--- src/rtl/flash_wstat_pkg.sv ---
package flash_wstat_pkg;
  typedef enum logic [1:0] {
    OP_IDLE    = 2'b00,
    OP_PROGRAM = 2'b01,
    OP_ERASE   = 2'b10,
    OP_SUSPEND = 2'b11
  } op_e;

  localparam int BIT_POLL   = 7;
  localparam int BIT_TOG    = 6;
  localparam int BIT_LIMIT  = 5;
  localparam int BIT_WINDOW = 3;
  localparam int BIT_SECTOG = 2;

  function automatic logic op_busy(op_e s);
    return (s == OP_PROGRAM) || (s == OP_ERASE);
  endfunction
endpackage

--- src/rtl/flash_wstat_strobe.sv ---
module flash_wstat_strobe (
  input  logic clk,
  input  logic rst_n,
  input  logic oe_n,
  output logic rd_fall
);
  logic oe_q;

  always_ff @(posedge clk or negedge rst_n) begin
    if (!rst_n) oe_q <= 1'b1;
    else        oe_q <= oe_n;
  end

  assign rd_fall = oe_q & ~oe_n;
endmodule

--- src/rtl/flash_wstat_tog.sv ---
module flash_wstat_tog (
  input  logic clk,
  input  logic rst_n,
  input  logic clear,
  input  logic step,
  output logic q
);
  always_ff @(posedge clk or negedge rst_n) begin
    if (!rst_n)     q <= 1'b0;
    else if (clear) q <= 1'b0;
    else if (step)  q <= ~q;
  end
endmodule

--- src/rtl/flash_wstat_limit.sv ---
module flash_wstat_limit #(
  parameter int LIMIT = 1000000
) (
  input  logic clk,
  input  logic rst_n,
  input  logic busy,
  input  logic idle,
  input  logic reset_cmd,
  output logic tmo
);
  localparam int CW = (LIMIT > 1) ? $clog2(LIMIT) : 1;
  localparam logic [CW-1:0] LAST = CW'(LIMIT - 1);

  logic [CW-1:0] cnt;

  always_ff @(posedge clk or negedge rst_n) begin
    if (!rst_n) begin
      cnt <= '0;
      tmo <= 1'b0;
    end else if (reset_cmd) begin
      cnt <= '0;
      tmo <= 1'b0;
    end else if (idle && !tmo) begin
      cnt <= '0;
    end else if (busy && !tmo) begin
      if (cnt == LAST) tmo <= 1'b1;
      else             cnt <= cnt + 1'b1;
    end
  end
endmodule

--- src/rtl/flash_wstat.sv ---
module flash_wstat #(
  parameter int AW    = 17,
  parameter int NSEC  = 4,
  parameter int LIMIT = 1000000
) (
  input  logic            clk,
  input  logic            rst_n,
  input  logic [1:0]      op_state,
  input  logic [7:0]      prog_data,
  input  logic [NSEC-1:0] sector_sel,
  input  logic [AW-1:0]   rd_addr,
  input  logic            erase_started,
  input  logic            oe_n,
  input  logic            reset_cmd,
  output logic            stat_active,
  output logic [7:0]      stat_byte
);
  import flash_wstat_pkg::*;

  localparam int SW = (NSEC > 1) ? $clog2(NSEC) : 1;

  op_e       op;
  op_e       eff;
  op_e       last_busy;
  logic      rd_fall;
  logic      tmo;
  logic      in_sel;
  logic      tog6;
  logic      tog2;
  logic      clr;
  logic [SW-1:0] sec_idx;

  assign op = op_e'(op_state);

  generate
    if (NSEC > 1) begin : g_multi
      assign sec_idx = rd_addr[AW-1 -: SW];
    end else begin : g_single
      assign sec_idx = '0;
    end
  endgenerate

  assign in_sel = sector_sel[sec_idx];

  always_ff @(posedge clk or negedge rst_n) begin
    if (!rst_n)           last_busy <= OP_PROGRAM;
    else if (op_busy(op)) last_busy <= op;
  end

  always_comb begin
    eff = op;
    if (op == OP_IDLE && tmo) eff = last_busy;
  end

  assign clr = (op == OP_IDLE) && !tmo;

  flash_wstat_strobe u_strobe (
    .clk     (clk),
    .rst_n   (rst_n),
    .oe_n    (oe_n),
    .rd_fall (rd_fall)
  );

  flash_wstat_limit #(.LIMIT(LIMIT)) u_limit (
    .clk       (clk),
    .rst_n     (rst_n),
    .busy      (op_busy(op)),
    .idle      (op == OP_IDLE),
    .reset_cmd (reset_cmd),
    .tmo       (tmo)
  );

  flash_wstat_tog u_tog_op (
    .clk   (clk),
    .rst_n (rst_n),
    .clear (clr),
    .step  (rd_fall && op_busy(eff)),
    .q     (tog6)
  );

  flash_wstat_tog u_tog_sec (
    .clk   (clk),
    .rst_n (rst_n),
    .clear (clr),
    .step  (rd_fall && in_sel && (eff == OP_ERASE || eff == OP_SUSPEND)),
    .q     (tog2)
  );

  always_comb begin
    stat_active = tmo || op_busy(eff) || (eff == OP_SUSPEND && in_sel);
    stat_byte   = 8'h00;
    if (stat_active) begin
      stat_byte[BIT_POLL]   = (eff == OP_PROGRAM) ? ~prog_data[7] : (eff == OP_SUSPEND);
      stat_byte[BIT_TOG]    = tog6;
      stat_byte[BIT_LIMIT]  = tmo;
      stat_byte[BIT_WINDOW] = (eff == OP_ERASE) && erase_started;
      stat_byte[BIT_SECTOG] = tog2;
    end
  end
endmodule

--- config.mk ---
export PLATFORM = sky130hd
export DESIGN_NAME = flash_wstat
export DESIGN_NICKNAME = d
export VERILOG_FILES = /design/src/rtl/flash_wstat_pkg.sv /design/src/rtl/flash_wstat_strobe.sv /design/src/rtl/flash_wstat_tog.sv /design/src/rtl/flash_wstat_limit.sv /design/src/rtl/flash_wstat.sv
export SDC_FILE = /design/constraint.sdc
export NUM_CORES = 1
export LEC_CHECK = 0
export ABC_CLOCK_PERIOD_IN_PS = 2700
export BUFFER_PORTS_ARGS = -buffer_cell sky130_fd_sc_hd__buf_2
export CAP_MARGIN = 20
export CORE_UTILIZATION = 49
export CTS_CLUSTER_SIZE = 40
export DETAILED_ROUTE_END_ITERATION = 8
export PLACE_DENSITY = 0.74
export RECOVER_POWER = 100
export SETUP_SLACK_MARGIN = 0.3
export SYNTH_ARGS = -nofsm -noshare
export SYNTH_HDL_FRONTEND = slang
export SYNTH_SLANG_ARGS = --single-unit
--- constraint.sdc ---
create_clock -name clk -period 2.7 [get_ports clk]
set_clock_uncertainty 0.1 [all_clocks]
set_input_delay 0.135 -clock clk [delete_from_list [all_inputs] [get_ports clk]]
set_output_delay 0.135 -clock clk [all_outputs]
set_load 0.02 [all_outputs]
==> flow_summary_export.csv, run 1 <==
group,metric,value,unit
worst_setup_path,start_kind,"register",
worst_setup_path,endpoint_kind,"output port",
power,p_int,0.533,mW
sta,setup_tns,0,ps
synth,synth-xor-area-share,0.0769,
power,pwr-share-comb,0.159,
worst_setup_path,worstPathRequired,2470,ps
cts,clockRootBuffer,"clkbuf_4",
cts,insertion_delay,320,ps
sta,max_freq,410,MHz
placed_design,dpl_cell_area,0.00159,mm^2
die,dieArea,0.00325,mm^2
cts,cts_sinks,26,
status,violations,"DRC",
placed_design,dp_hpwl,2.29,mm
sta,rsz0062_at_grt,"no",
global_route,first_global_vias,1200,
cts,cts-htree-levels,1,
power,total_power,0.728,mW
sta,period_needed,2440,ps
detailed_routing,first_pass_iters,6,
worst_setup_path,worstPathArrival,2210,ps
detailed_routing,drtAntennaViolNets,0,
sta,finalSetupViolCount,0,
final_layout,nNetsFinal,227,
final_layout,drive_gt1_frac,0.173,
cts,cts_tree,"done",
detailed_routing,wl,3.15,mm
worst_setup_path,crit_fanout,4,
synth,synth_top_family_by_area,"simple AND/OR/NAND/NOR gates",
global_route,grt_overflow,0,
synth,synth_compound_area_frac,0.0735,
die,start_util,0.528,
power,pwr_density_cell,427,mW/mm^2
sta,finalHoldViolations,0,
detailed_routing,post_drt_via_cell_ratio,5.67,
synth,synth.mux.area_fraction,0.0456,
synth,synthCells,160,
power,vdd_ir_drop_max,366,uV
global_route,grt_pass1_wl,5.24,mm
final_layout,antenna_cells,0,
worst_setup_path,r2r_cells,5,
status,status,"finished with violations",
detailed_routing,route.detailed.drc,3,
power,p_leak,0.743,nW
detailed_routing,wl_per_cell,14.6,um
power,p_switching,0.195,mW
synth,yosysWarnings,0,
sta,period_share,0.904,
global_route,grt_max_degree,27,
detailed_routing,drtIter0Drc,56,
worst_setup_path,path_class,"register to output port",
job,max_cap_violations,0,
die,coreArea,0.00281,mm^2
sta,timing.slew.headroom,0.0824,
cts,numCtsBuffers,3,
synth,synth_area,0.00148,mm^2
global_route,grt_usage,0.205,
worst_hold_path,holdPathStages,4,
synth,yosysSeqAreaShare,0.441,
final_layout,areaGrowthSynthToFinish,15.2,%
synth,yosys.area_share.adder,0.0422,
final_layout,design_area,0.00171,mm^2
placed_design,gp_congestion,0.758,
cts,path_clk_slew,140,ps
power,clkPwrFrac,0.272,
global_route,antenna_found_initial,0,
power,p_sw_frac,0.268,
placed_design,port_buffers,19,
cts,cts_buffer_depth,2,
sta,worst_pin_slew,1380,ps
synth,syn_avg_cell_area,9.26,um^2
die,chipWidth,57.0,um
die,ioPinCount,45,
sta,maxSlewViolCount,0,
detailed_routing,dr_total_vias,1225,
synth,netlist-cell-type-count,36,
die,row_count,19,
power,power.share.sequential,0.570,
synth,synth_seq_cells,26,
worst_hold_path,hold_path.class,"input port to register",
synth,synthSimpleGateAreaFrac,0.271,
die,die_height,57.0,um
[per-layer routing]
layer,routed length (um),global-route usage,share of wire,vias up
li1,-,-,-,602
met1,1410,0.273,0.45,611
met2,1670,0.341,0.53,10
met3,62,0.0476,0.020,2
met4,10,0.0523,0.0032,0
met5,0,0,0,-
[cells by family after synthesis]
logic type                 after synthesis
muxes                                    5
buffers and inverters                   15
adders and majority gates                5
and+or+nand+nor                         75
AOI/OAI and AO/OA                       20
xor gates and xnor gates                13
DFF                                     26
other                                    1
[layout by cell type, fill, tap and decap left out, drive strengths merged, types with 9 or more instances in the layout]
cell type  count
nand3         10
o21ai          9
buf           13
dfrtp         24
nand2         10
clkbuf        13
xor2          12
nor2          19
[final timing paths]
path | from | end | slack, ps
max | u_limit.tmo | stat_byte[2] | 260
min | op_state[1] | last_busy[0] | 310
max reg2reg | u_limit.tmo | u_limit.cnt[2] | 290
min reg2reg | u_limit.cnt[19] | u_limit.cnt[19] | 460
max in group asynchronous | rst_n | u_limit.tmo | 1070
min in group asynchronous | rst_n | u_limit.cnt[14] | 530
[Yosys cell counts]
master     n  area share
nand2b_1   1      0.0042
and2_1     1      0.0042
nor3_1     3       0.010
nor4b_1    2       0.012
mux2_2     4       0.030
mux4_2     1       0.015
nand3_1   10       0.034
dfstp_2    2       0.035
nor2b_1    4       0.017
nand4_1    6       0.025
and4_1     1      0.0059
or2_2      2      0.0084
nor4_1     1      0.0042
a31oi_1    1      0.0042
xor2_1    12       0.071
or4_2      1      0.0059
ha_1       5       0.042
buf_4      3       0.015
dfrtp_1   24        0.41
or3_1      7       0.030
nor2_1    19       0.048
nand4_2    1      0.0084
conb_1     1      0.0025
o21ai_0    9       0.030
o211ai_1   1      0.0051
and4_2     1      0.0068
clkbuf_2   1      0.0034
nand2_1   10       0.025
buf_2      1      0.0034
or4_1      1      0.0051
a21oi_1    7       0.024
and3_1     4       0.017
clkbuf_1   3      0.0076
inv_1      7       0.018
xnor2_1    1      0.0059
a211oi_1   2       0.010
[registers in the layout, indices dropped and copies added, names as in the netlist]
| register | cells |
|---|---|
| last_busy | 2 |
| u_limit.cnt | 20 |
| u_limit.tmo | 1 |
| u_strobe.oe_q | 1 |
| u_tog_op.q | 1 |
| u_tog_sec.q | 1 |
[worst max-delay path, stage by stage, from the launching register on]
cell and delay [ps]:
dfrtp_2 430, nand2_2 90, mux2_1 420, ha_4 270, a211oi_4 220, clkbuf_1 210
nor2b_1 70, clkbuf_1 170
[cell type report]
cell class | instances | area [um^2]
fillers | 247 | 1100
multi-input cells | 121 | 802
clock buffers | 4 | 36.3
flip-flops and latches | 26 | 654
repair buffers | 27 | 149
inverters | 7 | 26.3
well taps | 31 | 38.8
[metrics by stage]
| stage | hold WS [ps] | utilization | setup WS (ps) | instances |
|---|---|---|---|---|
| floorplan | -261 | - | 440 | 162 |
| global placement | 54.8 | 0.568 | 548 | 206 |
| detailed placement | 61.7 | 0.568 | 501 | 206 |
| CTS | 231 | 0.606 | 305 | 216 |
| global route | 310 | 0.608 | 162 | 216 |
| finish | 310 | 0.608 | 259 | 216 |
[power groups by stage]
stage / Combinational, mW / Sequential (mW) / Clock, mW
2_1_floorplan: 0.0674 / 0.418 / 0
3_3_place_gp: 0.0990 / 0.420 / 0
3_5_place_dp: 0.105 / 0.422 / 0
4_1_cts: 0.113 / 0.415 / 0.203
5_1_grt: 0.128 / 0.416 / 0.213
6_report: 0.116 / 0.415 / 0.198
[what timing repair did]
action / CTS / global route
cloned: 0 / 0
hold buffers: 5 / 0
setup buffers: 1 / 0
endpoints found under the hold margin: 28 / 0
endpoints found under the setup margin: 5 / 4
gates resized for setup: 3 / 5
pin swaps: 1 / 1
No activity file was read; power rests on OpenSTA's default activity.
==> run 2: changes to the inputs <==
--- a/config.mk
+++ b/config.mk
@@ -8,10 +8,10 @@
 export ABC_CLOCK_PERIOD_IN_PS = 2700
 export BUFFER_PORTS_ARGS = -buffer_cell sky130_fd_sc_hd__buf_2
 export CAP_MARGIN = 20
-export CORE_UTILIZATION = 49
+export CORE_UTILIZATION = 25
 export CTS_CLUSTER_SIZE = 40
 export DETAILED_ROUTE_END_ITERATION = 8
-export PLACE_DENSITY = 0.74
+export PLACE_DENSITY_LB_ADDON = 0.3
 export RECOVER_POWER = 100
 export SETUP_SLACK_MARGIN = 0.3
 export SYNTH_ARGS = -nofsm -noshare
==> flow_summary_export.csv, run 2 (same netlist as run 1, synthesis figures left out) <==
group,metric,value,unit
die,die_height,79.0,um
status,status,"complete, no violations",
sta,period_share,0.875,
detailed_routing,drt-met1-wl,1.52,mm
placed_design,dp.cells,247,
worst_setup_path,r2r_cells,5,
worst_setup_path,slowest_delay,410,ps
worst_setup_path,endpoint_kind,"output port",
die,start_util,0.264,
final_layout,areaGrowthSynthToFinish,16.1,%
global_route,grt_usage,0.104,
global_route,grt_overflow,0,
die,coreArea,0.00561,mm^2
detailed_routing,first_pass_iters,4,
worst_setup_path,path_class,"register to output port",
worst_hold_path,holdPathStages,2,
sta,finalSetupViolCount,0,
cts,cts_buffer_depth,2,
detailed_routing,highest-signal-layer,"met4",
worst_setup_path,critical_path.slowest_cell,"dfrtp_2",
final_layout,largest_reg_flops,20,
detailed_routing,dr_total_vias,1188,
cts,path_clk_slew,90,ps
worst_setup_path,path_cells,"nand2_1, mux2_1, ha_1, a211oi_2, clkbuf_1, a211oi_2, clkbuf_1",
sta,period_needed,2360,ps
sta,finalHoldViolations,0,
detailed_routing,post_drt_via_cell_ratio,4.68,
cts,cts_sinks,26,
power,vdd_ir_drop_max,222,uV
final_layout,final_common_cell,"dfrtp_1",
detailed_routing,dr_wl_met2,1.29,mm
worst_setup_path,worstPathRequired,2470,ps
power,p_leak,0.730,nW
sta,max_freq,423,MHz
worst_hold_path,hold_end,"last_busy[1]",
power,pwr_density_cell,426,mW/mm^2
final_layout,fillers,634,
final_layout,final_cell_mix,"dfrtp_1 (23), nor2_1 (19), buf_2 (13)",
worst_setup_path,start_kind,"register",
die,row_count,27,
placed_design,port_buffers,19,
sta,rsz0062_at_grt,"no",
cts,cts_tree,"done",
sta,setup_tns,0,ps
final_layout,antenna_cells,0,
die,dieArea,0.00624,mm^2
worst_setup_path,path_buf_inv,2,
worst_setup_path,cp_num_cells,7,
final_layout,nNetsFinal,225,
global_route,first_global_vias,1158,
final_layout,top_register,"u_limit.cnt",
detailed_routing,route.detailed.drc,0,
global_route,grt_max_degree,27,
cts,clockRootBuffer,"clkbuf_8",
worst_setup_path,rrSetupSlack,520,ps
sta,worst_pin_slew,1410,ps
worst_setup_path,rr_endpoint,"u_limit.cnt[14]",
global_route,antenna_found_initial,0,
detailed_routing,wl_per_cell,11.5,um
global_route,grt_pass1_wl,5.13,mm
final_layout,reg.largest.list,"u_limit.cnt (20), last_busy (2)",
placed_design,gp_congestion,0.725,
cts,cts-htree-levels,1,
detailed_routing,drtAntennaViolNets,0,
detailed_routing,drtIter0Drc,44,
final_layout,finish.utilization,0.307,
detailed_routing,wl_met3,71,um
sta,maxSlewViolCount,0,
worst_hold_path,min_from,"op_state[1]",
die,ioPinCount,45,
final_layout,drive_gt1_frac,0.165,
die,chipWidth,79.0,um
sta,timing.slew.headroom,0.0580,
worst_setup_path,crit_fanout,4,
worst_setup_path,worstPathArrival,2130,ps
cts,insertion_delay,270,ps
worst_hold_path,hold_path.class,"input port to register",
job,max_cap_violations,0,
final_layout,final_cells,254,
worst_setup_path,cp_top_family,"flip-flops",
worst_setup_path,worstReg2RegStart,"u_limit.cnt[0]",
detailed_routing,wl,2.92,mm
placed_design,dp_hpwl,2.07,mm
cts,numCtsBuffers,3,
run 2: changes by cell type in the layout (fill, tap and decap cells not counted), sizes merged:
cell,delta
buf,+1
dlygate4sd3,-2
clkbuf,-2
run 2: worst max-delay path by stage:
stage / start / to / slack [ps]
after floorplan: u_limit.tmo / stat_byte[3] / 440
after global placement: op_state[0] / stat_byte[3] / 510
after detailed placement: op_state[0] / stat_byte[3] / 520
after CTS: u_limit.tmo / stat_byte[3] / 350
after global routing: u_limit.tmo / stat_byte[7] / 180
final: u_limit.tmo / stat_byte[7] / 340
run 2: repair_timing:
item | in CTS | in global routing
setup buffers | 1 | 0
hold endpoints to repair | 26 | 0
hold buffers | 3 | 0
resized for setup | 2 | 3
pin swaps | 0 | 1
endpoints found under the setup margin | 4 | 4
gates cloned | 0 | 0
run 2: where the power goes:
| part | switching, mW | internal [mW] | total (mW) | leakage, nW |
|---|---|---|---|---|
| clock | 0.119 | 0.100 | 0.219 | 0.0216 |
| sequential | 0.00781 | 0.404 | 0.412 | 0.350 |
| combinational | 0.0631 | 0.0393 | 0.102 | 0.358 |
| total | 0.190 | 0.543 | 0.734 | 0.730 |
run 2: cell type report:
type                       count  area (um^2)  area share
multi-input combinational    121          776       0.451
sequential                    26          654       0.380
clock buffer                   3         41.3      0.0240
timing repair buffer          25          133      0.0771
tap                           72         90.1      0.0524
inverter                       7         26.3      0.0153
run 2: worst reg2reg max path: cells and delay by family (launching register included):
kind | cells | cell delay, ps
adders and majority gates | 1 | 270
AOI/OAI and AO/OA | 1 | 140
buffers and inverters | 1 | 110
DFF | 1 | 410
and+or+nand+nor | 2 | 1070
run 2: metal layers:
layer | vias to the layer above | track usage
li1 | 600 | -
met1 | 571 | 0.138
met2 | 15 | 0.166
met3 | 2 | 0.0276
met4 | 0 | 0.0291
met5 | - | 0
run 2: through the flow:
| stage | hold slack [ps] | instance area (um^2) | setup slack, ps | power [mW] |
|---|---|---|---|---|
| floorplan | -261 | 1490 | 440 | 0.486 |
| global placement | 81.4 | 1650 | 512 | 0.522 |
| detailed placement | 85.5 | 1650 | 516 | 0.522 |
| CTS | 24.8 | 1730 | 353 | 0.747 |
| global route | 14.8 | 1720 | 176 | 0.774 |
| finish | 29.0 | 1720 | 337 | 0.734 |
==> run 3: changes to the inputs <==
--- a/config.mk
+++ b/config.mk
@@ -8,11 +8,10 @@
 export ABC_CLOCK_PERIOD_IN_PS = 2700
 export BUFFER_PORTS_ARGS = -buffer_cell sky130_fd_sc_hd__buf_2
 export CAP_MARGIN = 20
-export CORE_UTILIZATION = 25
+export CORE_UTILIZATION = 51
 export CTS_CLUSTER_SIZE = 40
 export DETAILED_ROUTE_END_ITERATION = 8
 export PLACE_DENSITY_LB_ADDON = 0.3
-export RECOVER_POWER = 100
 export SETUP_SLACK_MARGIN = 0.3
 export SYNTH_ARGS = -nofsm -noshare
 export SYNTH_HDL_FRONTEND = slang
==> flow_summary_export.csv, run 3 (same netlist as run 1, synthesis figures left out) <==
group,metric,value,unit
status,status,"complete, no violations",
global_route,grt_pass1_wl,5.11,mm
die,chipWidth,55.9,um
final_layout,final_cells,216,
placed_design,dp.cells,206,
worst_setup_path,path_buf_inv,2,
global_route,grt_max_degree,27,
placed_design,port_buffers,19,
detailed_routing,route.detailed.drc,0,
final_layout,design_area,0.00172,mm^2
placed_design,dpl_cell_area,0.00159,mm^2
power,p_leak,0.779,nW
global_route,antenna_found_initial,0,
worst_setup_path,cp_top_family,"flip-flops",
placed_design,dp_hpwl,2.17,mm
worst_setup_path,worstPathArrival,2040,ps
sta,maxSlewViolCount,0,
power,vdd_ir_drop_max,315,uV
detailed_routing,dr_total_vias,1235,
detailed_routing,wl_per_cell,13.4,um
die,die_height,55.9,um
final_layout,nNetsFinal,227,
final_layout,final_cell_mix,"dfrtp_1 (23), nor2_1 (19), buf_2 (19)",
worst_setup_path,path_cells,"nand2_2, mux2_4, ha_4, a211oi_2, buf_4, a211oi_1, buf_2",
sta,finalHoldViolations,0,
sta,worst_pin_slew,586,ps
cts,cts_buffer_depth,2,
final_layout,antenna_cells,0,
worst_setup_path,start_kind,"register",
worst_setup_path,slowest_delay,440,ps
cts,path_clk_slew,130,ps
worst_setup_path,endpoint_kind,"output port",
job,max_cap_violations,0,
die,row_count,19,
detailed_routing,first_pass_iters,4,
worst_setup_path,critical_path.slowest_cell,"dfrtp_2",
worst_setup_path,rrSetupSlack,480,ps
sta,finalSetupViolCount,0,
global_route,grt_overflow,0,
sta,rsz0062_at_grt,"no",
detailed_routing,drtIter0Drc,33,
final_layout,areaGrowthSynthToFinish,15.9,%
worst_setup_path,crit_fanout,4,
sta,setup_tns,0,ps
final_layout,final_common_cell,"dfrtp_1",
detailed_routing,drtAntennaViolNets,0,
die,ioPinCount,45,
cts,cts_sinks,26,
sta,period_needed,2280,ps
cts,numCtsBuffers,3,
sta,period_share,0.843,
detailed_routing,wl,2.89,mm
power,pwr_density_cell,419,mW/mm^2
global_route,first_global_vias,1188,
die,dieArea,0.00312,mm^2
final_layout,drive_gt1_frac,0.227,
final_layout,top_register,"u_limit.cnt",
worst_setup_path,worstPathRequired,2470,ps
cts,clockRootBuffer,"clkbuf_4",
final_layout,reg.largest.list,"u_limit.cnt (20), last_busy (2)",
die,coreArea,0.00276,mm^2
global_route,grt_usage,0.207,
sta,max_freq,439,MHz
cts,cts_tree,"done",
power,total_power,0.720,mW
placed_design,gp_congestion,0.783,
sta,timing.slew.headroom,0.605,
die,start_util,0.537,
worst_setup_path,path_class,"register to output port",
worst_hold_path,hold_path.class,"input port to asynchronous set/reset pin",
final_layout,largest_reg_flops,20,
detailed_routing,post_drt_via_cell_ratio,5.72,
cts,insertion_delay,320,ps
cts,cts-htree-levels,1,
[run 3: per-layer routing]
metal  vias to the layer above  part of all wire  GRT usage
met3                         6             0.031     0.0326
li1                        604                 -          -
met1                       599              0.46      0.262
met4                         0             0.016     0.0767
met2                        26              0.49      0.358
met5                         -                 0          0
[run 3: final timing paths]
kind / start / to / cells past startpoint
worst min-delay path: rst_n / u_limit.cnt[13] / 2
worst max-delay path: u_limit.tmo / stat_byte[7] / 7
max in group asynchronous: rst_n / u_limit.tmo / 2
worst min register to register: last_busy[1] / last_busy[1] / 1
worst max register to register: u_limit.cnt[0] / u_limit.cnt[16] / 5
min in group clk: op_state[1] / last_busy[1] / 4
[run 3: worst reg2reg max path: stages (launching register included)]
cell and delay (ps):
dfrtp_1 430, ha_1 270, inv_1 100, or4_1 680
or3_1 380, a21oi_1 180
[run 3: metrics by stage]
step / util / hold slack, ps / setup slack (ps)
detailed placement: 0.578 / 62.5 / 506
CTS: 0.618 / 228 / 325
global placement: 0.578 / 61.0 / 563
floorplan: - / -261 / 440
global route: 0.623 / 267 / 349
finish: 0.623 / 221 / 424
[run 3: cell type report]
cell class,count,area [um^2]
flip-flops and latches,26,654
fillers,240,1040
inverters,7,26.3
repair buffers,27,168
clock buffers,4,36.3
multi-input cells,121,793
well taps,31,38.8
[run 3: report_power, final]
group	switching (mW)	total (mW)	internal (mW)
clock network	0.112	0.194	0.0825
logic	0.0640	0.112	0.0479
registers	0.00882	0.413	0.404
[run 3: what timing repair did]
action                                 4_1_cts  5_1_grt
endpoints found under the hold margin       28        0
gates resized for setup                      5        1
setup endpoints to repair                    4        4
pin swaps                                    0        1
hold buffers                                 5        0
setup buffers                                1        0
